===== src/rtl/txn_seq_pkg.sv =====
package txn_seq_pkg;
  localparam int NSTATES = 8;
  typedef enum int unsigned {
    S_IDLE = 0,
    S_PERM = 1,
    S_W1   = 2,
    S_W2   = 3,
    S_W3   = 4,
    S_WACK = 5,
    S_RSET = 6,
    S_RACK = 7
  } st_idx_e;
endpackage


===== src/rtl/txn_fsm.sv =====
module txn_fsm
  import txn_seq_pkg::*;
(
  input  logic               clk,
  input  logic               rst,
  input  logic               req_n,
  input  logic               access,
  input  logic               permit,
  input  logic               wr_n,
  input  logic               guard_ok,
  output logic [NSTATES-1:0] state_q,
  output logic [NSTATES-1:0] nxt
);
  always_comb begin
    nxt = '0;
    nxt[S_IDLE] = ((state_q[S_WACK] | state_q[S_RACK]) & req_n)
                | (state_q[S_IDLE] & (req_n | ~access));
    nxt[S_PERM] = state_q[S_IDLE] & ~req_n & access;
    nxt[S_W1]   = state_q[S_PERM] & permit & ~wr_n;
    nxt[S_W2]   = state_q[S_W1];
    nxt[S_W3]   = state_q[S_W2];
    nxt[S_WACK] = state_q[S_W3] | (state_q[S_WACK] & ~req_n)
                | (state_q[S_PERM] & ~permit);
    nxt[S_RSET] = (state_q[S_PERM] & permit & wr_n)
                | (state_q[S_RSET] & ~guard_ok);
    nxt[S_RACK] = (state_q[S_RSET] & guard_ok) | (state_q[S_RACK] & ~req_n);
  end

  always_ff @(posedge clk) begin
    if (rst) state_q <= NSTATES'(1);
    else     state_q <= nxt;
  end


  state_onehot_chk: assert property (@(posedge clk) disable iff (rst)
    $countones(state_q) == 1);

  idle_hold_chk: assert property (@(posedge clk) disable iff (rst)
    state_q[S_IDLE] && (req_n || !access) |=> state_q[S_IDLE]);

  bypass_chk: assert property (@(posedge clk) disable iff (rst)
    state_q[S_PERM] && !permit |=> state_q[S_WACK]);

  w1_w2_chk: assert property (@(posedge clk) disable iff (rst)
    state_q[S_W1] |=> state_q[S_W2]);

  w3_wack_chk: assert property (@(posedge clk) disable iff (rst)
    state_q[S_W3] |=> state_q[S_WACK]);

  guard_hold_chk: assert property (@(posedge clk) disable iff (rst)
    state_q[S_RSET] && !guard_ok |=> state_q[S_RSET]);
endmodule


===== src/rtl/txn_decode.sv =====
module txn_decode #(
  parameter int AW = 8,
  parameter int LB = 4,
  parameter logic [AW-LB-1:0] HI_BASE = '0
) (
  input  logic               clk,
  input  logic               rst,
  input  logic               take_txn,
  input  logic [AW-1:0]      addr,
  output logic [(1<<LB)-1:0] op_sel
);
  localparam int NOPS = 1 << LB;

  logic hit_q;

  always_ff @(posedge clk) begin
    if (rst)           hit_q <= 1'b0;
    else if (take_txn) hit_q <= (addr[AW-1:LB] == HI_BASE);
  end

  for (genvar g = 0; g < NOPS; g++) begin : g_dec
    assign op_sel[g] = hit_q && (addr[LB-1:0] == LB'(g));
  end
endmodule


===== src/rtl/txn_ops.sv =====
module txn_ops
  import txn_seq_pkg::*;
#(
  parameter int NOPS = 16,
  parameter int DW = 8,
  parameter logic [DW-1:0] REG_INIT = '0
) (
  input  logic               clk,
  input  logic               rst,
  input  logic [NSTATES-1:0] nxt,
  input  logic [NOPS-1:0]    op_sel,
  input  logic [DW-1:0]      wdata,
  output logic [NOPS-1:0]    wr_strobe_n,
  output logic [NOPS-1:0]    wr_pulse_n,
  output logic [NOPS-1:0]    rd_pulse_n,
  output logic [NOPS*DW-1:0] reg_file_q
);
  for (genvar g = 0; g < NOPS; g++) begin : g_op
    logic hit_w1, hit_w2, hit_rs;
    assign hit_w1 = op_sel[g] & nxt[S_W1];
    assign hit_w2 = op_sel[g] & nxt[S_W2];
    assign hit_rs = op_sel[g] & nxt[S_RSET];

    always_ff @(posedge clk) begin
      if (rst) begin
        wr_strobe_n[g] <= 1'b1;
        wr_pulse_n[g]  <= 1'b1;
        rd_pulse_n[g]  <= 1'b1;
        reg_file_q[g*DW +: DW] <= REG_INIT;
      end else begin
        wr_strobe_n[g] <= ~hit_w2;
        if (hit_w1 | nxt[S_WACK]) wr_pulse_n[g] <= ~hit_w1;
        if (hit_rs | nxt[S_IDLE]) rd_pulse_n[g] <= ~hit_rs;
        if (hit_w2) reg_file_q[g*DW +: DW] <= wdata;
      end
    end


    strobe_single_chk: assert property (@(posedge clk) disable iff (rst)
      !wr_strobe_n[g] |=> wr_strobe_n[g]);
  end
endmodule


===== src/rtl/txn_slave_seq.sv =====
module txn_slave_seq
  import txn_seq_pkg::*;
#(
  parameter int NSPACE = 2,
  parameter int AW = 8,
  parameter int DW = 8,
  parameter int LB = 4,
  parameter logic [AW-LB-1:0] HI_BASE = 4'hA,
  parameter logic [DW-1:0] REG_INIT = 8'h5A,
  localparam int NOPS = 1 << LB
) (
  input  logic               clk,
  input  logic               rst,
  input  logic               req_n,
  input  logic               wr_n,
  input  logic [NSPACE-1:0]  space_sel_n,
  input  logic [AW-1:0]      addr,
  input  logic [DW-1:0]      wdata,
  input  logic               permit,
  input  logic               guard_ok,
  output logic               ack_n,
  output logic               dout_en,
  output logic [DW-1:0]      rd_data,
  output logic [NSTATES-1:0] state_oh,
  output logic [NSTATES-1:0] nxt_oh,
  output logic [NOPS-1:0]    wr_strobe_n,
  output logic [NOPS-1:0]    wr_pulse_n,
  output logic [NOPS-1:0]    rd_pulse_n,
  output logic [NOPS*DW-1:0] reg_file_q
);
  logic access;
  logic [NOPS-1:0] op_sel;

  assign access = ~&space_sel_n;

  txn_fsm u_fsm (
    .clk(clk), .rst(rst), .req_n(req_n), .access(access), .permit(permit),
    .wr_n(wr_n), .guard_ok(guard_ok), .state_q(state_oh), .nxt(nxt_oh)
  );

  txn_decode #(.AW(AW), .LB(LB), .HI_BASE(HI_BASE)) u_dec (
    .clk(clk), .rst(rst), .take_txn(state_oh[S_IDLE] & nxt_oh[S_PERM]),
    .addr(addr), .op_sel(op_sel)
  );

  txn_ops #(.NOPS(NOPS), .DW(DW), .REG_INIT(REG_INIT)) u_ops (
    .clk(clk), .rst(rst), .nxt(nxt_oh), .op_sel(op_sel), .wdata(wdata),
    .wr_strobe_n(wr_strobe_n), .wr_pulse_n(wr_pulse_n),
    .rd_pulse_n(rd_pulse_n), .reg_file_q(reg_file_q)
  );

  assign ack_n   = ~(state_oh[S_WACK] | state_oh[S_RACK]);
  assign dout_en = state_oh[S_RSET] | state_oh[S_RACK];

  always_comb begin
    rd_data = '0;
    for (int i = 0; i < NOPS; i++)
      if (dout_en && op_sel[i]) rd_data = reg_file_q[i*DW +: DW];
  end


  ack_hold_chk: assert property (@(posedge clk) disable iff (rst)
    !ack_n && !req_n |=> !ack_n);

  strobe_in_w2_chk: assert property (@(posedge clk) disable iff (rst)
    !(&wr_strobe_n) |-> state_oh[S_W2]);

  wpulse_window_chk: assert property (@(posedge clk) disable iff (rst)
    !(&wr_pulse_n) |-> (state_oh[S_W1] | state_oh[S_W2] | state_oh[S_W3]));

  rpulse_drive_chk: assert property (@(posedge clk) disable iff (rst)
    !(&rd_pulse_n) |-> dout_en);
endmodule


===== config.mk =====
export PLATFORM = sky130hd
export DESIGN_NAME = txn_slave_seq
export DESIGN_NICKNAME = d
export VERILOG_FILES = /design/src/rtl/txn_seq_pkg.sv /design/src/rtl/txn_fsm.sv /design/src/rtl/txn_decode.sv /design/src/rtl/txn_ops.sv /design/src/rtl/txn_slave_seq.sv
export SDC_FILE = /design/constraint.sdc
export NUM_CORES = 1
export LEC_CHECK = 0
export ABC_AREA = 1
export BUFFER_PORTS_ARGS = -buffer_cell sky130_fd_sc_hd__buf_2
export CORE_ASPECT_RATIO = 0.5
export CORE_UTILIZATION = 35
export CTS_BUF_LIST = sky130_fd_sc_hd__clkbuf_8
export CTS_CLUSTER_SIZE = 28
export DETAILED_ROUTE_END_ITERATION = 16
export GPL_TIMING_DRIVEN = 0
export SYNTH_ARGS = -nofsm -noshare
export SYNTH_HDL_FRONTEND = slang
export SYNTH_SLANG_ARGS = --single-unit

===== constraint.sdc =====
create_clock -name clk -period 1.7 [get_ports clk]
set_clock_uncertainty 0.15 [all_clocks]
set_input_delay 0.085 -clock clk [delete_from_list [all_inputs] [get_ports clk]]
set_output_delay 0.085 -clock clk [all_outputs]
set_load 0.01 [all_outputs]

==> impl_metrics.toml <==
[synth]
synth_flop_cell = "dfxtp_1"
yosys.cell_count.top_type = "nand2_1"
post_synth_inst_count = 1079
synth_enable_flop_cells = 0
synth_top_family_by_area = "simple AND/OR/NAND/NOR gates"
synth-xor-area-share = 0
synthMuxAreaShare = 0
synth-simple-area-share = 0.337
synth_cell_type_count = 29
synthDominantAreaCellType = "dfxtp_1"
synth_seq_cells = 185
synthTopCellsByCount = "nand2_1 (275), dfxtp_1 (185), nor2_1 (140), inv_1 (101), nand3_1 (97)"
compound_gate_fraction_of_synth_area = 0.0964
syn-cell-area_um2 = 7670
ys.warnings.count = 0
post_synth_main_area_contributors = "dfxtp_1 (48%), nand2_1 (13%), nor2_1 (6.8%)"
synth-adder-area-share = 0
synth_fp_nets = 1103
synth-seq-area-share = 0.483
post-synth-top-area-fraction = 0.483
asyncSetResetFlopFracSynth = 0
synth.avg_cell_area_um2 = 7.11

[sta]
final.period_utilization = 1.62
finalHoldViolCount = 1
timing.hold.ws_ps = -50.2
slew_headroom = 0.328
timing.final.setup_violations = 38
finalWorstSetupSlack_ps = -1060
timing_max_transition_violations_final = 0
fmaxAchievable_mhz = 363
setup_total_negative_slack_ps = -19670
max_slew.worst_pin.slew_ps = 1010
timing.final.crit_period_ps = 2760
rsz0062_at_grt = "true"

[place]
io_buffers = 220
gp_congestion = 0.905
place_area_um2 = 9170
detailedPlacementHpwl_mm = 22.2

[route]
detail_route.iter0.violations = 732
vias = 8612
ant_nets = 0
firstDrtPassIters = 5
totalWireLength_mm = 30.6
wl_per_cell_um = 17.9
detail_route.vias_per_cell = 5.03
drt_drc_violations_left = 0

[critical_path]
crit_path_cell_trace = "buf_6, nand3_4, nor2_4, buf_4, buf_6, buf_6, buf_6, buf_6, buf_6, buf_6, buf_6, buf_6, buf_6, buf_6, buf_6, inv_4, nor2_4, buf_12, buf_16, nand2_4, nand3_2"
worst_path_largest_cell_delay_ps = 340
reg2reg_from = "u_dec.hit_q$_SDFFE_PP0P_"
critical_path_peak_fanout = 8
worst-path-buf-inv = 16
path_common_cell = "buf_6"
setup.worst_path.class = "register to register"
critPathTopFamily = "buffers and inverters"
worst-endpoint-arrival_ps = 2940
worst_setup_path_end_kind = "register"
worstPathRequired_ps = 1880
worst_path_max_delay_cell = "dfxtp_2"
critPathLaunch = "u_dec.hit_q$_SDFFE_PP0P_"
timing.critical_path.from_type = "register"

[power]
peakVddDrop_mv = 0.464
power.density_cell_area_nw_per_um2 = 733
p_leak_nw = 4.99

[cts]
clock_sink_count = 185
tritoncts = "yes"
cts_made_buffers = 17
htreeDepth = 4
clock_insertion_delay_worst_skew_ps = 480
worst_setup_hold_path_clk_slew_ps = 100
clockRootBuffer = "clkbuf_8"
clock_tree.buffer_depth = 2

[finish]
num-nets-final = 1431
final_area_um2 = 11000
fillerInstances = 2077
area_delta_synth_final_pct = 43.7
antenna_cells_inserted = 0
layout-drive-gt1-share = 0.353

[global_routing]
first_pass_grt_wire_length_mm = 44.4
grt_antenna_before_repair = 0
grt_max_degree = 18
grt_overflow_total = 0
first_global_vias = 7816
grtUsageTotal = 0.262

[floorplanning]
fp.coreArea_um2 = 21000
die-height_um = 107
placementRows = 37
starting_density_of_the_core = 0.365
io-pin-count = 226
dieArea_um2 = 22600
chipWidth_um = 211

[status]
status = "finished, violations left"
failed_checks = "negative hold slack, negative setup slack"

[worst_hold_path]
timing.hold.worst.start = "addr[3]"
min-delay-path-class = "primary input to register"

[run]
cap_violations = 0
layout make-up:
class / instances / area, um2 / area share
inverters: 124 / 505 / 0.0458
clock inverters: 11 / 143 / 0.0129
well taps: 292 / 365 / 0.0331
repair buffers: 310 / 1980 / 0.179
plain buffers: 41 / 226 / 0.0205
multi-input cells: 728 / 3810 / 0.346
clock buffers: 21 / 289 / 0.0262
flip-flops and latches: 185 / 3710 / 0.337
worst paths after layout:
path / to / slack (ps) / cells past startpoint
max: u_ops.reg_file_q[11]$_SDFFE_PP1P_ / -1060 / 21
min: u_ops.rd_pulse_n[4]$_SDFFE_PP1P_ / -50 / 5
max reg2reg: u_ops.reg_file_q[11]$_SDFFE_PP1P_ / -1060 / 21
min reg2reg: u_fsm.state_q[4]$_SDFF_PP0_ / 300 / 2
tightest hold or removal path, cell delays in order:
cell     delay (ps)
buf_2           110
nor2_1          100
nand3_4         120
o22ai_1          90
inv_1            40
repair_timing:
| item | 4_1_cts | 5_1_grt |
|---|---|---|
| pin swaps | 35 | 53 |
| resized for setup | 85 | 135 |
| setup endpoints to repair | 147 | 143 |
| endpoints found under the hold margin | 73 | 3 |
| hold buffers | 25 | 2 |
| cloned | 2 | 1 |
| buffers inserted | 23 | 39 |
sequential cells by signal, summed over array words and instances, names as in the netlist:
register,cells
u_ops.reg_file_q,128
u_ops.rd_pulse_n,16
u_ops.wr_pulse_n,16
u_ops.wr_strobe_n,16
u_fsm.state_q,8
u_dec.hit_q,1
report_power, final:
part | switching [mW] | internal (mW) | total (mW)
registers | 0.00839 | 4.34 | 4.34
clock network | 1.65 | 1.61 | 3.26
logic | 0.341 | 0.141 | 0.481
total | 2.00 | 6.08 | 8.08
metal layers:
metal	global-route usage	routed length, um
met1	0.354	13700
met2	0.409	14000
met3	0.0624	2180
met4	0.0937	774
met5	0	0
per-stage QoR:
step | total power [mW] | setup WS [ps] | util | cells | hold slack [ps]
final | 8.08 | -1060 | 0.525 | 1712 | -50.2
after global placement | 4.80 | -707 | 0.436 | 1591 | 222
after global routing | 8.31 | -1130 | 0.525 | 1712 | -39.9
after CTS | 8.04 | -962 | 0.493 | 1672 | -57.6
after floorplan | 4.63 | -6.25 | - | 1079 | 69.9
after detailed placement | 4.80 | -713 | 0.436 | 1591 | 228
cell families after synthesis:
kind of cell,count (synthesis)
AOI/OAI and AO/OA,137
buffers and inverters,166
DFF,185
and+or+nand+nor,591
cell usage in the layout, fill, tap and decap left out, drive strengths merged, types with 3 or more instances in the layout:
| cell | count |
|---|---|
| dfxtp | 185 |
| clkinvlp | 5 |
| dlygate4sd3 | 24 |
| o21ai | 81 |
| a21oi | 30 |
| inv | 120 |
| nand2 | 281 |
| nand3 | 98 |
| nand4 | 21 |
| o32ai | 7 |
| or2 | 12 |
| buf | 293 |
| clkinv | 7 |
| bufinv | 3 |
| clkbuf | 54 |
| o22ai | 17 |
| nor2 | 169 |
| nor3 | 10 |
Note: power is estimated with default switching activity, not from simulation.
